[src/rtl/twi_mem_pkg.sv]
package twi_mem_pkg;
  typedef enum logic [2:0] {
    PH_IDLE,
    PH_CTRL,
    PH_WADDR,
    PH_WDATA,
    PH_RDATA
  } phase_e;
endpackage

[src/rtl/twi_scl_edge.sv]
module twi_scl_edge (
  input  logic clk_i,
  input  logic rst_ni,
  input  logic scl_i,
  output logic rise_o,
  output logic fall_o
);
  logic scl_q;

  always_ff @(posedge clk_i or negedge rst_ni) begin
    if (!rst_ni) scl_q <= 1'b1;
    else         scl_q <= scl_i;
  end

  assign rise_o = scl_i & ~scl_q;
  assign fall_o = ~scl_i & scl_q;
endmodule

[src/rtl/twi_addr_ptr.sv]
module twi_addr_ptr #(
  parameter int ADDR_W = 8
) (
  input  logic              clk_i,
  input  logic              rst_ni,
  input  logic              load_i,
  input  logic [ADDR_W-1:0] load_val_i,
  input  logic              inc_i,
  output logic [ADDR_W-1:0] ptr_o
);
  always_ff @(posedge clk_i or negedge rst_ni) begin
    if (!rst_ni)     ptr_o <= '0;
    else if (load_i) ptr_o <= load_val_i;
    else if (inc_i)  ptr_o <= ptr_o + 1'b1;  // natural wrap at the top
  end
endmodule

[src/rtl/twi_shifter.sv]
module twi_shifter #(
  parameter int W = 8
) (
  input  logic         clk_i,
  input  logic         rst_ni,
  input  logic         shift_in_i,
  input  logic         bit_i,
  input  logic         load_i,
  input  logic [W-1:0] load_val_i,
  input  logic         shift_out_i,
  output logic [W-1:0] q_o
);
  always_ff @(posedge clk_i or negedge rst_ni) begin
    if (!rst_ni)          q_o <= '0;
    else if (load_i)      q_o <= load_val_i;
    else if (shift_in_i)  q_o <= {q_o[W-2:0], bit_i};
    else if (shift_out_i) q_o <= {q_o[W-2:0], 1'b0};
  end
endmodule

[src/rtl/twi_mem_slave.sv]
module twi_mem_slave #(
  parameter int         ADDR_W   = 8,
  parameter logic [3:0] DEV_CODE = 4'b1010
) (
  input  logic              clk_i,
  input  logic              rst_ni,
  input  logic              scl_i,
  input  logic              sda_i,
  input  logic              start_i,
  input  logic              stop_i,
  input  logic              busy_i,
  input  logic [7:0]        rd_data_i,
  output logic              sda_pull_o,
  output logic [ADDR_W-1:0] rd_addr_o,
  output logic              buf_we_o,
  output logic [ADDR_W-1:0] buf_addr_o,
  output logic [7:0]        buf_data_o,
  output logic              commit_o
);
  import twi_mem_pkg::*;

  localparam int BYTE_W = 8;
  localparam int CNT_W  = $clog2(BYTE_W + 2);
  localparam logic [CNT_W-1:0] LAST_BIT = CNT_W'(BYTE_W);
  localparam logic [CNT_W-1:0] ACK_CLK  = CNT_W'(BYTE_W + 1);

  phase_e             phase_q;
  logic [CNT_W-1:0]   cnt_q;
  logic               pull_q, rw_q, mack_q, wrote_q, commit_q, we_q;
  logic [ADDR_W-1:0]  baddr_q, ptr;
  logic [BYTE_W-1:0]  bdata_q, sh_q;
  logic               rise, fall;

  twi_scl_edge u_edge (
    .clk_i, .rst_ni, .scl_i, .rise_o(rise), .fall_o(fall)
  );

  wire aborting   = start_i | stop_i;
  wire active     = (phase_q != PH_IDLE) & ~aborting;
  wire rx_phase   = (phase_q == PH_CTRL) | (phase_q == PH_WADDR) | (phase_q == PH_WDATA);
  wire byte_end   = active & fall & (cnt_q == LAST_BIT);
  wire ack_end    = active & fall & (cnt_q == ACK_CLK);
  wire ack_ok     = ~busy_i;
  wire ctrl_match = sh_q[BYTE_W-1 -: 4] == DEV_CODE;

  wire sh_in   = active & rise & rx_phase & (cnt_q < LAST_BIT);
  wire sh_load = ack_end & (((phase_q == PH_CTRL) & rw_q) | ((phase_q == PH_RDATA) & mack_q));
  wire sh_out  = active & fall & (phase_q == PH_RDATA) & (cnt_q != '0) & (cnt_q < LAST_BIT);

  twi_shifter #(.W(BYTE_W)) u_shift (
    .clk_i, .rst_ni,
    .shift_in_i(sh_in), .bit_i(sda_i),
    .load_i(sh_load), .load_val_i(rd_data_i),
    .shift_out_i(sh_out), .q_o(sh_q)
  );

  wire ptr_load = byte_end & (phase_q == PH_WADDR) & ack_ok;
  wire ptr_inc  = byte_end & (((phase_q == PH_WDATA) & ack_ok) | (phase_q == PH_RDATA));

  twi_addr_ptr #(.ADDR_W(ADDR_W)) u_ptr (
    .clk_i, .rst_ni,
    .load_i(ptr_load), .load_val_i(sh_q[ADDR_W-1:0]),
    .inc_i(ptr_inc), .ptr_o(ptr)
  );

  always_ff @(posedge clk_i or negedge rst_ni) begin
    if (!rst_ni) begin
      phase_q  <= PH_IDLE;
      cnt_q    <= '0;
      pull_q   <= 1'b0;
      rw_q     <= 1'b0;
      mack_q   <= 1'b0;
      wrote_q  <= 1'b0;
      commit_q <= 1'b0;
      we_q     <= 1'b0;
      baddr_q  <= '0;
      bdata_q  <= '0;
    end else begin
      commit_q <= 1'b0;
      we_q     <= 1'b0;
      if (aborting) begin
        commit_q <= wrote_q;
        wrote_q  <= 1'b0;
        phase_q  <= start_i ? PH_CTRL : PH_IDLE;
        cnt_q    <= '0;
        pull_q   <= 1'b0;
      end else if (phase_q != PH_IDLE) begin
        if (rise) begin
          if (cnt_q < LAST_BIT) cnt_q <= cnt_q + 1'b1;
          else if (cnt_q == LAST_BIT) begin
            cnt_q  <= ACK_CLK;
            mack_q <= ~sda_i;
          end
        end
        if (fall) begin
          if (cnt_q == LAST_BIT) begin
            if (phase_q == PH_RDATA) pull_q <= 1'b0;  // master drives its ack
            else if (!ack_ok || (phase_q == PH_CTRL && !ctrl_match)) phase_q <= PH_IDLE;
            else begin
              pull_q <= 1'b1;
              if (phase_q == PH_CTRL) rw_q <= sh_q[0];
              if (phase_q == PH_WDATA) begin
                we_q    <= 1'b1;
                baddr_q <= ptr;
                bdata_q <= sh_q;
                wrote_q <= 1'b1;
              end
            end
          end else if (cnt_q == ACK_CLK) begin
            cnt_q  <= '0;
            pull_q <= 1'b0;
            case (phase_q)
              PH_CTRL: begin
                phase_q <= rw_q ? PH_RDATA : PH_WADDR;
                if (rw_q) pull_q <= ~rd_data_i[BYTE_W-1];
              end
              PH_WADDR: phase_q <= PH_WDATA;
              PH_RDATA: begin
                if (mack_q) pull_q <= ~rd_data_i[BYTE_W-1];
                else        phase_q <= PH_IDLE;
              end
              default: ;
            endcase
          end else if (phase_q == PH_RDATA && cnt_q != '0) begin
            pull_q <= ~sh_q[BYTE_W-2];
          end
        end
      end
    end
  end

  assign sda_pull_o = pull_q;
  assign rd_addr_o  = ptr;
  assign buf_we_o   = we_q;
  assign buf_addr_o = baddr_q;
  assign buf_data_o = bdata_q;
  assign commit_o   = commit_q;
endmodule

[config.mk]
export PLATFORM = sky130hd
export DESIGN_NAME = twi_mem_slave
export DESIGN_NICKNAME = d
export VERILOG_FILES = /design/src/rtl/twi_mem_pkg.sv /design/src/rtl/twi_scl_edge.sv /design/src/rtl/twi_addr_ptr.sv /design/src/rtl/twi_shifter.sv /design/src/rtl/twi_mem_slave.sv
export SDC_FILE = /design/constraint.sdc
export NUM_CORES = 1
export LEC_CHECK = 0
export ABC_AREA = 1
export CAP_MARGIN = 5
export CORE_MARGIN = 8
export CORE_UTILIZATION = 28
export DETAILED_ROUTE_END_ITERATION = 10
export PLACE_DENSITY = 0.5
export SLEW_MARGIN = 20
export SYNTH_ARGS = -nofsm -noshare
export SYNTH_HDL_FRONTEND = slang
export SYNTH_SLANG_ARGS = --single-unit
[constraint.sdc]
create_clock -name clk_i -period 1.9 [get_ports clk_i]
set_input_delay 0.38 -clock clk_i [delete_from_list [all_inputs] [get_ports clk_i]]
set_output_delay 0.38 -clock clk_i [all_outputs]
set_load 0.01 [all_outputs]
==> Word-level counts from Yosys, hierarchy flattened <==
Index checks and enable logic that the tools add are counted.
{ "word_totals": {"register_bits": 46, "in_bits": 15, "out_inout_bits": 27, "elab_cells": 134} }
{ "classes": {"addsub": 2, "n_lt_le_gt_ge": 1, "eq_ne": 13, "mux": 50, "bitwise": 34, "n_reduce_logical": 21} }
{ "ops": {"columns": ["op", "count"], "rows": [
  ["8-bit 2-to-1 mux", 5],
  ["4-bit 2-to-1 mux", 8],
  ["3-bit 2-to-1 mux", 9],
  ["1-bit 2-to-1 mux", 26],
  ["7-bit AND reduction", 3],
  ["1-bit AND", 19],
  ["4-bit == test (second input constant)", 3],
  ["1-bit inverter", 10],
  ["2-bit nonzero test", 5],
  ["3-bit case mux with 3 select lines", 1],
  ["3-bit nonzero test", 3],
  ["8-bit by 1-bit adder with 8-bit output (second input constant)", 1],
  ["4-bit nonzero test", 2],
  ["3-bit by 2-bit == test with 1-bit output (second input constant)", 2],
  ["3-bit != test (second input constant)", 2],
  ["6-bit AND reduction", 1],
  ["1-bit bitwise OR", 5],
  ["5-bit AND reduction", 1],
  ["5-bit nonzero test", 1],
  ["4-bit by 1-bit adder with 4-bit output (second input constant)", 1],
  ["4-bit less-than comparator (second input constant)", 1],
  ["2-bit != test (second input constant)", 2],
  ["4-bit != test (second input constant)", 1],
  ["4-bit AND reduction", 1],
  ["7 further kinds", 8]
]} }

==> Logic depth before layout (Yosys ltp) <==
Gate-level depths: netlist of the first run.
{ "logic_depth": {"word_depth": 10, "mapped_depth": 11, "depth_no_buf": 11} }

==> Hierarchy <==
From an unflattened synthesis of the first run, not the netlist that was laid out.
{ "hier_totals": {"hier_cells": 347, "hier_area_um2": 2746.4} }
{ "modules_own_cells": {"columns": ["mod", "instances", "cells_per_inst", "area_each_um2", "seq_area_each_um2"], "rows": [
  ["twi_mem_slave", 1, 218, 1761.7, 725.7],
  ["twi_addr_ptr", 1, 62, 499.2, 200.2],
  ["twi_shifter", 1, 62, 444.2, 200.2],
  ["twi_scl_edge", 1, 5, 41.3, 26.3]
]} }

==> Worst setup path before layout of the first run <==
Ideal clock, no wire load.
{ "synth_timing": {"kind": "register to register", "startpoint": "register cnt_q[0]", "endpoint": "register u_ptr.ptr_o[4]", "setup_time_ns": 0.126, "arrival_time_ns": 1.462, "required_ns": 1.774, "setup_slack_ns": 0.313, "path_stages_with_launch": 11, "n_path_buf": 1, "synth_period_minus_slack_ns": 1.587, "path_cell_list": "dfrtp_1 -> inv_1 -> ha_1 -> nand3_4 -> inv_1 -> nand2_2 -> nor2_4 -> buf_8 -> nand2_2 -> nand3_1 -> nand3_1"} }
{ "synth_between": {"elab_chain_cells": 5, "elab_cells_between_ends": 7, "cone_classes": "eq/ne (1); mux (1); bitwise (4); reduce/logical (1)"} }
{ "synth_lines": {"columns": ["item", "line_no", "text"], "rows": [
  ["from (decl)", "twi_mem_slave.sv:28", "logic [CNT_W-1:0] cnt_q;"],
  ["from (signal assigned)", "twi_mem_slave.sv:89", "if (cnt_q < LAST_BIT) cnt_q <= cnt_q + 1'b1;"],
  ["4-bit == test (*)", "twi_mem_slave.sv:41", "wire byte_end = active & fall & (cnt_q == LAST_BIT);"],
  ["1-bit AND (*)", "twi_mem_slave.sv:41", null],
  ["1-bit AND (2 in a row)", "twi_mem_slave.sv:57", "wire ptr_load = byte_end & (phase_q == PH_WADDR) & ack_ok;"],
  ["8-bit 2-to-1 mux or 2-bit nonzero test (tied branches)", null, null],
  ["to (signal assigned)", "twi_addr_ptr.sv:13", "else if (load_i) ptr_o <= load_val_i;"],
  ["to (signal assigned)", "twi_addr_ptr.sv:14", "else if (inc_i) ptr_o <= ptr_o + 1'b1;"],
  ["to (decl)", "twi_addr_ptr.sv:9", "output logic [ADDR_W-1:0] ptr_o"]
]} }
Mark *: on every way between the ends. The rest lies on a longest branch, timed or not.
A chain may end at the register's enable or synchronous reset.

==> Worst setup path after layout of the first run <==
{ "layout_timing": {"startpoint": "register cnt_q[1]", "endpoint": "register u_ptr.ptr_o[1]"} }
The elaborated chain is that of the path after synthesis.

==> metrics.md, run 1 <==
| Metric | Value |
|---|---|
| Run status | `completed` |
| Most frequently used flop master after synthesis | `sky130_fd_sc_hd__dfrtp_1` |
| Clk slew on worst S/H paths | `~0.09 ns` |
| Peak Freq | `0.565 GHz` |
| Family with the most delay on the worst path | `simple AND/OR/NAND/NOR gates` |
| Cell breakdown of the critical path | `inv_2 > ha_2 > nand3_4 > inv_2 > nand2_2 > nor2_4 > buf_12 > nand2_2 > nand3_1 > nand3_1` |
| Worst reg2reg startpoint | `cnt_q[1]$_DFFE_PN0P_` |
| Final HPWL from detailed placement | `roughly 5500 um` |
| Worst hold path class | `input port to asynchronous set/reset pin` |
| Largest buffer count on any clock path | `2` |
| Residual antenna-violating net count after detailed routing | `0` |
| Kind of critical path | `flop to flop` |
| First-pass DRT Iterations | `4` |
| Async set-reset flop share out of synthesis | `between 90% and 100%` |
| Antenna Cells | `0` |
| Final min period | `1.77 ns` |
| Top cells by area, synth | `sky130_fd_sc_hd__dfrtp_1 41%, sky130_fd_sc_hd__nand2_1 16%, sky130_fd_sc_hd__nand3_1 6.8%` |
| Cell type with the highest aggregate area in the netlist | `sky130_fd_sc_hd__dfrtp_1` |
| Utilization after layout | `around 37%` |
| Die W | `approximately 110 um` |
| Critical register-to-register path endpoint | `u_ptr.ptr_o[1]$_DFFE_PN0P_` |
| Final hold vios | `0` |
| Initial antenna violation count | `0` |
| Number of global-route vias before repair | `between 2000 and 2500` |
| Syn-to-layout area delta | `29.5%` |
| Stage delay of the slowest cell on the critical path | `around 0.42 ns` |
| Layout Cells excl Fill | `roughly 550` |
| Setup repair after global routing missed its margin | `no` |
| Overall overflow remaining after global route | `0` |
| Setup crit start kind | `flop` |
| Maximum net fanout on the critical path | `10` |
| Share of synthesized area occupied by flip-flops and latches | `42.1%` |
| Number of clock sinks seen by CTS | `between 40 and 50` |
| Initial core utilization | `28.4%` |
| Final Max Slew Viols | `0` |
| Max-Slew Margin vs Limit | `between 70% and 80%` |
| Clock insertion delay at the later pin of the skew report | `around 0.30 ns` |
| CTS root buffer | `sky130_fd_sc_hd__clkbuf_8` |
| Final std cell area, no fill | `3550 um2` |
| Worst path arrival time | `roughly 2.0 ns` |
| Tot GR Track Use | `between 10 and 15%` |
| Number of vias in the routed layout | `2499` |
| Final WS setup | `around 0.13 ns` |
| H-tree lvl count | `2` |
| R2R depth | `10` |
| Global-route wire length before repair | `about 12000 um` |
| Ratio of final minimum period to clock period | `between 90% and 100%` |
| Cell variety after synth | `33` |
| Clock buffer count from CTS | `5` |
| Static Leak | `0.00177 uW` |
| Transition at the pin with the smallest max-transition slack | `between 0.3 and 0.4 ns` |
| Via density per instance | `4.56` |
| Cell with the largest stage delay on the worst path | `sky130_fd_sc_hd__dfrtp_1` |
| DRC violation count after routing | `0` |
| TritonCTS clock tree | `yes` |
| Maximum number of pins on one net before global-route repair | `47` |
| Share of post-route cells with drive strength above 1 | `16.1%` |
| Flops & latches, synth | `46` |
| Placement Rows | `36` |
| Mean routed wirelength per cell | `13.1 um` |
| Mean Syn Cell Area | `about 7.8 um2` |
| Die Outline Area | `approximately 13000 um2` |
| Clock Skews | `0.00800 ns` |
| Height of the chip | `around 110 um` |
| Number of nets in the synthesized netlist | `between 300 and 400` |
| Reg-to-reg slack, setup | `about 0.13 ns` |
| Worst-case vdd ir drop | `0.000317 V` |
| Area share of the largest cell type after synthesis | `41.1%` |
| Count of port buffers added during placement | `between 40 and 50` |
| Placeable core region | `9640 um2` |
| Inst Count DP | `around 540` |
| Max capacitance violation total | `0` |
| Power density over the cells | `594 nW/um2` |
| I/O pins | `between 40 and 50` |
| Final count of negative-setup-slack endpoints | `0` |
| Post-detailed-placement cell area | `between 3000 and 4000 um2` |
| Yosys warnings | `0` |
| Kind of end point of the critical path | `flop` |
| Worst endpoint required time | `around 2.1 ns` |
| Count of flip-flops with a built-in enable after synthesis | `0` |
| Hold-fix buffers at CTS | `0` |
| Iteration-0 DRC Markers | `between 80 and 90` |
| Most repeated cell in the gate-level netlist after synthesis | `sky130_fd_sc_hd__nand2_1` |
| Number of instances in the synthesized netlist | `352` |
| Total wirelength of the detailed-routed design | `between 7000 and 8000 um` |
| Net count reported at finish | `433` |
| Count of buffer and inverter cells on the critical path | `3` |
| Synthesized area | `2740 um2` |
| Final GP Congestion | `about 0.8` |
| Top post-synthesis cells by count | `118 x sky130_fd_sc_hd__nand2_1, 45 x sky130_fd_sc_hd__dfrtp_1, 37 x sky130_fd_sc_hd__nand3_1, 33 x sky130_fd_sc_hd__inv_1, 29 x sky130_fd_sc_hd__nand4_1` |
| Count of fill cells added during filler insertion | `around 1100` |
| Pre-CTS setup slack | `-0.122 ns` |
## flip-flops by register name (all words and copies together) (netlist names)
register and cells:
phase_q 3, u_ptr.ptr_o 8, buf_addr_o 8, buf_we_o 1, cnt_q 4, u_edge.scl_q 1
commit_o 1, mack_q 1, u_shift.q_o 8, buf_data_o 8, wrote_q 1, sda_pull_o 1
rw_q 1
## power by group
group          internal, uW  total, uW  switching [uW]
registers              1010       1060            52.0
clock network           392        739             348
logic                   118        306             188
total                  1520       2110             587
## layout by cell type, fill, tap and decap left out, types with 5 or more instances in the layout
cell | Yosys | final
sky130_fd_sc_hd__buf_4 | 3 | 20
sky130_fd_sc_hd__clkbuf_8 | 0 | 5
sky130_fd_sc_hd__clkdlybuf4s50_1 | 0 | 40
sky130_fd_sc_hd__dfrtp_1 | 45 | 45
sky130_fd_sc_hd__inv_1 | 33 | 31
sky130_fd_sc_hd__inv_2 | 4 | 6
sky130_fd_sc_hd__nand2_1 | 118 | 118
sky130_fd_sc_hd__nand2_2 | 5 | 5
sky130_fd_sc_hd__nand3_1 | 37 | 37
sky130_fd_sc_hd__nand4_1 | 29 | 29
sky130_fd_sc_hd__nor2_1 | 21 | 21
sky130_fd_sc_hd__o21ai_0 | 10 | 10
sky130_fd_sc_hd__o21ai_2 | 6 | 6
## layout make-up
type | instances | area, um2 | share of cell area [%]
multi-input cells | 259 | 1360 | 38.2
flip-flops and latches | 46 | 1150 | 32.5
repair buffers | 64 | 616 | 17.4
well taps | 133 | 166 | 4.69
inverters | 38 | 143 | 4.02
clock buffers | 5 | 68.8 | 1.94
clock inverters | 3 | 45.0 | 1.27
## worst max-delay path by stage
| stage | to | cells after the start | slack [ns] | from |
|---|---|---|---|---|
| 6_report | u_ptr.ptr_o[1]$_DFFE_PN0P_ | 10 | 0.13 | cnt_q[1]$_DFFE_PN0P_ |
| 5_1_grt | u_ptr.ptr_o[1]$_DFFE_PN0P_ | 10 | 0.01 | cnt_q[1]$_DFFE_PN0P_ |
| 3_3_place_gp | u_shift.q_o[3]$_DFFE_PN0P_ | 8 | -0.08 | start_i |
| 2_1_floorplan | u_ptr.ptr_o[4]$_DFFE_PN0P_ | 10 | 0.31 | cnt_q[0]$_DFFE_PN0P_ |
| 4_1_cts | u_ptr.ptr_o[1]$_DFFE_PN0P_ | 10 | 0.02 | cnt_q[1]$_DFFE_PN0P_ |
| 3_5_place_dp | u_shift.q_o[5]$_DFFE_PN0P_ | 8 | -0.12 | start_i |
## per-layer routing
layer	share of wire [%]	GRT usage [%]	vias up
li1	-	-	1285
met1	48	14.3	1161
met2	45	17.7	47
met3	5.5	2.52	6
met4	1.4	4.38	0
met5	0	0	-
## metrics by stage
stage | TNS, ns | hold WS, ns | total power [uW]
5_1_grt | 0 | 0.0479 | 2230
2_1_floorplan | 0 | 0.0844 | 1250
3_3_place_gp | -0.554 | 0.381 | 1390
4_1_cts | 0 | 0.0454 | 2140
6_report | 0 | 0.0480 | 2110
3_5_place_dp | -1.06 | 0.382 | 1390
## repair_timing
item | 4_1_cts | 5_1_grt
setup endpoints to repair | 0 | 23
setup buffers | 0 | 2
hold endpoints to repair | 0 | 0
resized for setup | 0 | 3
## cell families (layout without fill, tap and decap cells)
family	Yosys count	count (layout)	share of synthesized area [%]
AND/OR/NAND/NOR	230	230	41.5
buffers and inverters	47	110	8.50
adder cells (fa/ha/maj)	4	4	1.83
AO/OA/AOI/OAI	22	22	5.12
XOR/XNOR	3	3	0.960
flip-flops	46	46	42.1
Power figures use the tool's default switching activity.
==> inputs of run 2 (changes only) <==
- TNS_END_PERCENT: default -> 5
==> results of run 2 <==
No change in the layout: final DEF, timing and power equal those of run 1.
